`src/rtl/scc_pkg.sv`:
```
package scc_pkg;
  typedef enum logic [3:0] {
    W_TAPCTL = 4'h0,
    W_TAPSEL = 4'h2,
    W_CAPPOS = 4'h4,
    W_CLKSEL = 4'h6,
    W_RTCTL  = 4'h8,
    W_RTSTAT = 4'hA
  } scc_word_e;

  typedef struct packed {
    logic tapctl;
    logic tapsel;
    logic cappos;
    logic clksel;
    logic rtctl;
    logic rtstat;
  } scc_hit_t;

  localparam int ENA_BIT  = 0;
  localparam int CNT_LSB  = 16;
  localparam int CNT_W    = 8;
  localparam int ERR_BIT  = 2;
  localparam int DATA_W   = 32;
endpackage

```
`src/rtl/scc_addr_dec.sv`:
```
module scc_addr_dec
  import scc_pkg::*;
#(
  parameter int AW        = 12,
  parameter int BUS_SHIFT = 2
) (
  input  logic [AW-1:0] addr_i,
  output scc_hit_t      hit_o
);
  localparam int WORD_W = AW - BUS_SHIFT;

  logic              aligned;
  logic [WORD_W-1:0] word;

  generate
    if (BUS_SHIFT == 0) begin : g_noshift
      assign aligned = 1'b1;
    end else begin : g_shift
      assign aligned = (addr_i[BUS_SHIFT-1:0] == '0);
    end
  endgenerate

  assign word = addr_i[AW-1:BUS_SHIFT];

  always_comb begin
    hit_o        = '0;
    hit_o.tapctl = aligned && (word == WORD_W'(W_TAPCTL));
    hit_o.tapsel = aligned && (word == WORD_W'(W_TAPSEL));
    hit_o.cappos = aligned && (word == WORD_W'(W_CAPPOS));
    hit_o.clksel = aligned && (word == WORD_W'(W_CLKSEL));
    hit_o.rtctl  = aligned && (word == WORD_W'(W_RTCTL));
    hit_o.rtstat = aligned && (word == WORD_W'(W_RTSTAT));
  end
endmodule

```
`src/rtl/scc_ctrl_regs.sv`:
```
module scc_ctrl_regs
  import scc_pkg::*;
#(
  parameter int TAP_W = 8,
  parameter int POS_W = 8
) (
  input  logic              clk_i,
  input  logic              rst_ni,
  input  logic              wr_en_i,
  input  scc_hit_t          hit_i,
  input  logic [DATA_W-1:0] wdata_i,
  output logic              tap_en_o,
  output logic [TAP_W-1:0]  tap_sel_o,
  output logic [POS_W-1:0]  cap_pos_o,
  output logic              clk_sel_o,
  output logic              retune_en_o
);
  always_ff @(posedge clk_i or negedge rst_ni) begin
    if (!rst_ni) begin
      tap_en_o    <= 1'b0;
      tap_sel_o   <= '0;
      cap_pos_o   <= '0;
      clk_sel_o   <= 1'b0;
      retune_en_o <= 1'b0;
    end else if (wr_en_i) begin
      if (hit_i.tapctl) tap_en_o    <= wdata_i[ENA_BIT];
      if (hit_i.tapsel) tap_sel_o   <= wdata_i[TAP_W-1:0];
      if (hit_i.cappos) cap_pos_o   <= wdata_i[POS_W-1:0];
      if (hit_i.clksel) clk_sel_o   <= wdata_i[ENA_BIT];
      if (hit_i.rtctl)  retune_en_o <= wdata_i[ENA_BIT];
    end
  end
endmodule

```
`src/rtl/scc_retune_err.sv`:
```
module scc_retune_err (
  input  logic clk_i,
  input  logic rst_ni,
  input  logic set_i,
  input  logic clr_i,
  output logic flag_o
);
  // set wins over a same-cycle clear
  always_ff @(posedge clk_i or negedge rst_ni) begin
    if (!rst_ni)    flag_o <= 1'b0;
    else if (set_i) flag_o <= 1'b1;
    else if (clr_i) flag_o <= 1'b0;
  end
endmodule

```
`src/rtl/samp_clk_regs.sv`:
```
module samp_clk_regs
  import scc_pkg::*;
#(
  parameter int AW        = 12,
  parameter int BUS_SHIFT = 2,
  parameter int TAP_W     = 8,
  parameter int POS_W     = 8,
  parameter int TAP_NUM   = 8
) (
  input  logic              clk_i,
  input  logic              rst_ni,
  input  logic              wr_en_i,
  input  logic              rd_en_i,
  input  logic [AW-1:0]     addr_i,
  input  logic [31:0]       wdata_i,
  output logic [31:0]       rdata_o,
  input  logic              err_pulse_i,
  output logic              tap_en_o,
  output logic [TAP_W-1:0]  tap_sel_o,
  output logic [POS_W-1:0]  cap_pos_o,
  output logic              clk_sel_o,
  output logic              retune_en_o,
  output logic              irq_o
);
  localparam logic [CNT_W-1:0] CNT_VAL = CNT_W'(TAP_NUM);

  scc_hit_t          hit;
  logic              err_flag_q;
  logic              err_set;
  logic              err_clr;
  logic [DATA_W-1:0] rd_mux;

  scc_addr_dec #(.AW(AW), .BUS_SHIFT(BUS_SHIFT)) u_dec (
    .addr_i (addr_i),
    .hit_o  (hit)
  );

  scc_ctrl_regs #(.TAP_W(TAP_W), .POS_W(POS_W)) u_regs (
    .clk_i       (clk_i),
    .rst_ni      (rst_ni),
    .wr_en_i     (wr_en_i),
    .hit_i       (hit),
    .wdata_i     (wdata_i),
    .tap_en_o    (tap_en_o),
    .tap_sel_o   (tap_sel_o),
    .cap_pos_o   (cap_pos_o),
    .clk_sel_o   (clk_sel_o),
    .retune_en_o (retune_en_o)
  );

  assign err_set = err_pulse_i && retune_en_o;
  assign err_clr = wr_en_i && hit.rtstat && !wdata_i[ERR_BIT];

  scc_retune_err u_err (
    .clk_i  (clk_i),
    .rst_ni (rst_ni),
    .set_i  (err_set),
    .clr_i  (err_clr),
    .flag_o (err_flag_q)
  );

  assign irq_o = retune_en_o && err_flag_q;

  always_comb begin
    rd_mux = '0;
    unique case (1'b1)
      hit.tapctl: begin
        rd_mux[ENA_BIT]                 = tap_en_o;
        rd_mux[CNT_LSB +: CNT_W]        = CNT_VAL;
      end
      hit.tapsel: rd_mux[TAP_W-1:0]    = tap_sel_o;
      hit.cappos: rd_mux[POS_W-1:0]    = cap_pos_o;
      hit.clksel: rd_mux[ENA_BIT]      = clk_sel_o;
      hit.rtctl:  rd_mux[ENA_BIT]      = retune_en_o;
      hit.rtstat: rd_mux[ERR_BIT]      = err_flag_q;
      default:    rd_mux               = '0;
    endcase
  end

  always_ff @(posedge clk_i or negedge rst_ni) begin
    if (!rst_ni)      rdata_o <= '0;
    else if (rd_en_i) rdata_o <= rd_mux;
  end
endmodule

```
`config.mk`:
```
export PLATFORM = sky130hd
export DESIGN_NAME = samp_clk_regs
export DESIGN_NICKNAME = d
export VERILOG_FILES = /design/src/rtl/scc_pkg.sv /design/src/rtl/scc_addr_dec.sv /design/src/rtl/scc_ctrl_regs.sv /design/src/rtl/scc_retune_err.sv /design/src/rtl/samp_clk_regs.sv
export SDC_FILE = /design/constraint.sdc
export NUM_CORES = 1
export LEC_CHECK = 0
export BUFFER_PORTS_ARGS = -buffer_cell sky130_fd_sc_hd__buf_2
export CAP_MARGIN = 25
export CORE_MARGIN = 4
export CORE_UTILIZATION = 38
export DETAILED_ROUTE_END_ITERATION = 8
export PLACE_DENSITY_LB_ADDON = 0.25
export SYNTH_ARGS = -nofsm -noshare
export SYNTH_HDL_FRONTEND = slang
export SYNTH_SLANG_ARGS = --single-unit
```
`constraint.sdc`:
```
create_clock -name clk_i -period 0.95 [get_ports clk_i]
set_input_delay 0.19 -clock clk_i [delete_from_list [all_inputs] [get_ports clk_i]]
set_output_delay 0.19 -clock clk_i [all_outputs]
set_load 0.02 [all_outputs]
```
==> results of run 1 <==
## power groups by stage
stage          registers [mW]  clock network, mW  logic, mW
2_1_floorplan            1.27                  0      0.224
3_3_place_gp             1.27                  0      0.302
3_5_place_dp             1.27                  0      0.307
4_1_cts                  1.25               1.33      0.348
5_1_grt                  1.25               1.40      0.392
6_report                 1.25               1.33      0.364
## final cells by class
cell class / count / area (µm²) / area share, %
Clock buffer: 7 / 86.3 / 3.36
Clock inverter: 1 / 30.0 / 1.17
Inverter: 9 / 33.8 / 1.32
Multi-Input combinational cell: 87 / 781 / 30.4
Sequential cell: 29 / 726 / 28.3
Tap cell: 48 / 60.1 / 2.34
Timing Repair Buffer: 96 / 850 / 33.1
## through the flow
step | setup WS, ns | cells | instance area, µm²
after floorplan | -0.471 | 153 | 1680
after global placement | -0.460 | 248 | 1970
after detailed placement | -0.477 | 248 | 1970
after CTS | -0.277 | 271 | 2500
after global routing | -0.298 | 277 | 2570
final | -0.267 | 277 | 2570
## cell usage after synthesis (2+ instances only)
master and n:
buf_4 24, mux2i_1 3, nor4bb_1 2, mux2_2 20, inv_1 9, nor3_1 2, nand2b_1 2, a22oi_1 7
nand4_1 6, nor3b_1 2, o22ai_1 7, buf_2 2, dfrtp_1 29
## timing repair
action	4_1_cts	5_1_grt
endpoints found under the setup margin	57	58
hold buffers	1	0
buffers inserted	14	6
endpoints found under the hold margin	29	0
pin swaps	8	4
resized for setup	80	5
## worst paths after layout
check / startpoint / endpoint / cells past startpoint
worst max register to register: u_err.flag_o / rdata_o[2] / 4
worst min-delay path: wdata_i[1] / u_regs.cap_pos_o[1] / 2
worst min register to register: rdata_o[2] / rdata_o[2] / 2
min in group asynchronous: rst_ni / rdata_o[1] / 3
worst max-delay path: u_err.flag_o / irq_o / 3
max in group asynchronous: rst_ni / rdata_o[0] / 3
## kinds of logic after synthesis
group / after synthesis / synth area share [%]
compound gates: 18 / 8.50
buf+inv: 37 / 15.5
mux: 23 / 16.5
other cells: 1 / 0.242
simple gates: 23 / 12.4
flops: 29 / 46.9
## registers in the layout, indices dropped and copies added, names as in the netlist
name                cells
u_regs.tap_en_o         1
rdata_o                 9
u_regs.tap_sel_o        8
u_regs.clk_sel_o        1
u_regs.retune_en_o      1
u_err.flag_o            1
u_regs.cap_pos_o        8
## worst max-delay path: stages, from the launching register on
cell	delay, ns
dfrtp_1	0.39
buf_6	0.12
and2_4	0.13
buf_6	0.12
## routing by layer
metal / wire length (µm) / GRT usage (%) / vias to the layer above / part of all wire, %
met5: 0 / 0 / - / 0
met4: 41 / 5.01 / 0 / 0.98
met3: 291 / 3.93 / 4 / 7.0
met2: 2210 / 29.9 / 54 / 53
met1: 1640 / 20.1 / 627 / 39
li1: - / - / 621 / -
==> results.py, run 1 <==
metrics = {
    "outcome": {
        "status": "finished, violations left",
        "violations": "negative setup slack",
    },
    "layout": {
        "n_fill_cell": 268,
        "diodes": 0,
        "final_common_cell": "buf_6",
        "fin_util_pct": 67.6,
        "final_nets": 277,
        "synthToLayoutAreaGrowth_pct": 65.9,
        "layout-drive-gt1-share_pct": 59.8,
        "final_cell_mix": "41 x buf_6, 33 x buf_4, 29 x dfrtp_1",
    },
    "global_routing": {
        "antenna_found_initial": 0,
        "grt_pass1_wl_um": 6700,
        "grt_max_degree": 30,
        "grt.overflow.total": 0,
        "grt_pass1_vias": 1374,
        "grtUsageTotal_pct": 16.8,
    },
    "die": {
        "coreArea_um2": 3800,
        "start_util_pct": 40.7,
        "die_x_um": 71.8,
        "io_pins": 101,
        "die_h_um": 71.8,
        "dieArea_um2": 5150,
        "rows": 22,
    },
    "route": {
        "postRouteAntennaNets": 0,
        "drt-wirelength-per-cell_um": 15.1,
        "drc": 0,
        "vias": 1306,
        "drt_wl_total_um": 4180,
        "dr.pass1.iters": 4,
        "drtIter0Drc": 24,
        "via_per_inst": 4.71,
    },
    "logic_synthesis": {
        "synth-seq-cells": 29,
        "synth_top_cell_by_area": "dfrtp_1",
        "ys_types": 29,
        "synth_cells": 131,
        "synth_top_flop_cell": "dfrtp_1",
        "synthArstFlopShare_pct": 100,
        "ys_seq_area_share_pct": 46.9,
        "synth_area_um2": 1550,
        "yosysTopAreaCellShare_pct": 46.9,
        "synth_warnings": 0,
        "avgSynthCellArea_um2": 11.8,
        "synth.area.top_cells": "dfrtp_1 47%, mux2_2 15%, buf_4 12%, a22oi_1 3.4%, o22ai_1 2.8%",
        "synth_edf_count": 0,
    },
    "clock_network": {
        "cts_made_buffers": 5,
        "cts-root-buf": "clkbuf_8",
        "cts_tree": "built",
        "clockBufferDepth": 2,
        "path_clk_slew_ns": 0.07,
        "clkSinkCount": 29,
        "clkLatencyLatePin_ns": 0.28,
        "htree_num_levels": 2,
    },
    "pwr": {
        "swShare_pct": 23.6,
        "peakVddDrop_v": 0.00114,
        "pwr-share-seq_pct": 42.4,
        "netSwitchingPower_mw": 0.692,
        "leakage_nw": 1.30,
        "share_comb_of_total_power_pct": 12.4,
        "cellPowerDensity_nw_per_um2": 1140,
        "power_mw": 2.94,
        "internal_power_mw": 2.24,
        "clock_power_share_pct": 45.2,
    },
    "sta": {
        "setup_ws_ns": -0.267,
        "slew_viol_final": 0,
        "setup_viol": 58,
        "holdWs_ns": 0.153,
        "finalHoldViolCount": 0,
        "post-route-min-period_ns": 1.22,
        "fmax_mhz": 822,
        "rsz0062_at_grt": "true",
        "post-route-period-util_pct": 128,
        "skew_ns": 0.00673,
        "setup_tns_ns": -5.77,
    },
    "worst_setup_path": {
        "start_kind": "flop",
        "criticalPathCategory": "reg2out",
        "worstPathArrival_ns": 1.03,
        "critPathRequiredTime_ns": 0.76,
        "cp-end-kind": "output pin",
        "ff2ff_setup_slack_ns": -0.20,
        "crit_fanout": 2,
    },
    "min_path": {
        "hp-class": "in2reg",
    },
    "placement": {
        "port-buffer-count": 53,
        "gp_congestion": 0.823,
        "detailed_place_hpwl_um": 2830,
    },
    "flow_run": {
        "max_cap_violations": 0,
    },
}
No activity file was read; power rests on OpenSTA's default activity.
==> run 2: changes to the inputs <==
--- a/config.mk
+++ b/config.mk
@@ -7,7 +7,7 @@
 export LEC_CHECK = 0
 export BUFFER_PORTS_ARGS = -buffer_cell sky130_fd_sc_hd__buf_2
 export CAP_MARGIN = 25
-export CORE_MARGIN = 4
+export CORE_MARGIN = 1
 export CORE_UTILIZATION = 38
 export DETAILED_ROUTE_END_ITERATION = 8
 export PLACE_DENSITY_LB_ADDON = 0.25
==> run 2 against run 1 <==
The run still ends with negative setup slack left. Clock skew decreased by 0.0022 ns. Cell area decreased by 2.1%. Cell count decreased by 0.72%. Critical path depth unchanged. Critical path type unchanged. Largest cell class unchanged.
==> results.py, run 2 (synthesis results as in run 1) <==
metrics = {
    "worst_setup_path": {
        "path_buf_inv": 2,
        "criticalPathCategory": "reg2out",
        "r2r-start": "u_err.flag_o",
        "critPathRequiredTime_ns": 0.76,
        "worstPathArrival_ns": 1.04,
        "max_stage_delay_ns": 0.39,
        "cp_top_family": "flip-flops",
        "slowest_stage": "dfrtp_1",
        "cp-end-kind": "output pin",
        "r2r-end": "rdata_o[2]",
        "crit_chain": "buf_6 -> and2_4 -> buf_6",
        "ff2ff_setup_slack_ns": -0.11,
        "start_kind": "flop",
        "crit_path_frequent_cell": "buf_6",
        "reg2regPathDepth": 3,
        "crit_fanout": 2,
    },
    "sta": {
        "setup_ws_ns": -0.283,
        "setup_viol": 56,
        "post-route-period-util_pct": 130,
        "skew_ns": 0.00454,
        "post-route-min-period_ns": 1.23,
        "slew_viol_final": 0,
        "rsz0062_at_grt": "true",
        "finalHoldViolCount": 0,
        "fmax_mhz": 811,
    },
    "route": {
        "drt_wl_total_um": 4000,
        "drtIter0Drc": 34,
        "dr.pass1.iters": 4,
        "postRouteAntennaNets": 0,
        "drt-wirelength-per-cell_um": 14.6,
        "vias": 1301,
        "via_per_inst": 4.73,
        "drc": 0,
    },
    "clock_network": {
        "path_clk_slew_ns": 0.07,
        "clockBufferDepth": 2,
        "clkSinkCount": 29,
        "cts-root-buf": "clkbuf_8",
        "cts_tree": "built",
        "htree_num_levels": 2,
        "clkLatencyLatePin_ns": 0.28,
        "cts_made_buffers": 5,
    },
    "min_path": {
        "min_to": "u_err.flag_o",
        "worstHoldPathCells": 2,
        "hp-class": "in2reg",
        "hold_path_startpoint": "err_pulse_i",
    },
    "layout": {
        "synthToLayoutAreaGrowth_pct": 62.5,
        "final_cell_count_no_fill": 275,
        "fin_util_pct": 66.6,
        "layout-drive-gt1-share_pct": 60.8,
        "final_common_cell": "buf_6",
        "final_nets": 275,
        "top_register": "rdata_o",
        "design_area_um2": 2510,
        "largest_register_ffs": 9,
        "diodes": 0,
        "largestRegisters": "rdata_o x9, u_regs.cap_pos_o x8, u_regs.tap_sel_o x8",
        "n_fill_cell": 317,
        "final_cell_mix": "38 x buf_6, 33 x buf_4, 29 x dfrtp_1",
    },
    "global_routing": {
        "grt_pass1_vias": 1367,
        "grtUsageTotal_pct": 20.3,
        "grt.overflow.total": 0,
        "grt_max_degree": 30,
        "grt_pass1_wl_um": 6490,
        "antenna_found_initial": 0,
    },
    "die": {
        "die_x_um": 65.8,
        "start_util_pct": 41.0,
        "die_h_um": 65.8,
        "io_pins": 101,
        "rows": 22,
        "coreArea_um2": 3770,
        "dieArea_um2": 4330,
    },
    "placement": {
        "dp_slack_ns": -0.539,
        "gp_congestion": 0.874,
        "dpl.cell_count": 246,
        "port-buffer-count": 53,
        "detailed_place_hpwl_um": 2680,
        "postPlaceCellArea_um2": 1960,
    },
    "outcome": {
        "status": "finished, violations left",
        "violations": "negative setup slack",
    },
    "flow_run": {
        "max_cap_violations": 0,
    },
    "pwr": {
        "leakage_nw": 1.26,
        "cellPowerDensity_nw_per_um2": 1040,
        "peakVddDrop_v": 0.00108,
    },
}
-- run 2: final cells by class --
| class | count | area, µm² | share of cell area (%) |
|---|---|---|---|
| Tap cell | 48 | 60.1 | 2.39 |
| Sequential cell | 29 | 726 | 28.9 |
| Multi-Input combinational cell | 87 | 796 | 31.7 |
| Inverter | 9 | 33.8 | 1.34 |
| Timing Repair Buffer | 94 | 811 | 32.3 |
| Clock buffer | 5 | 68.8 | 2.74 |
| Clock inverter | 3 | 17.5 | 0.697 |
-- run 2: stage by stage --
step / TNS, ns / hold slack (ns) / power [mW]
finish: -5.90 / 0.143 / 2.60
global route: -7.27 / 0.137 / 2.69
CTS: -5.95 / 0.143 / 2.59
detailed placement: -13.11 / 0.150 / 1.57
global placement: -12.24 / 0.147 / 1.57
floorplan: -9.18 / -0.106 / 1.50
-- run 2: what timing repair did --
item | 4_1_cts | 5_1_grt
buffers inserted | 17 | 3
hold buffers | 1 | 0
setup endpoints to repair | 57 | 57
hold endpoints to repair | 29 | 0
gates resized for setup | 69 | 12
pin swaps | 5 | 4
-- run 2: report_power, final --
part,internal (mW),switching [mW],total [mW],leakage (nW)
Combinational,0.136,0.215,0.351,0.812
Clock,0.504,0.502,1.01,0.0439
Sequential,1.24,0.00468,1.25,0.405
Total,1.88,0.721,2.60,1.26
-- run 2: how the worst max path moves through the flow --
stage / start / endpoint / slack, ns / cells past startpoint
2_1_floorplan: addr_i[0] / u_regs.cap_pos_o[0] / -0.47 / 4
5_1_grt: u_err.flag_o / irq_o / -0.31 / 3
6_report: u_err.flag_o / irq_o / -0.28 / 3
3_5_place_dp: addr_i[0] / u_regs.cap_pos_o[3] / -0.54 / 4
4_1_cts: u_err.flag_o / irq_o / -0.29 / 3
3_3_place_gp: addr_i[0] / u_regs.cap_pos_o[0] / -0.50 / 4
-- run 2: worst register-to-register path, stage by stage, from the launching register on --
cell and delay [ns]:
dfrtp_1 0.39, mux2_2 0.27, a32oi_1 0.20, o22ai_1 0.09
-- run 2: per-layer routing --
layer	vias up	GRT usage, %	wire length [µm]
met2	44	34.9	2120
met3	4	4.31	156
met1	634	24.8	1690
met5	-	0	0
met4	0	6.79	37
li1	619	-	-
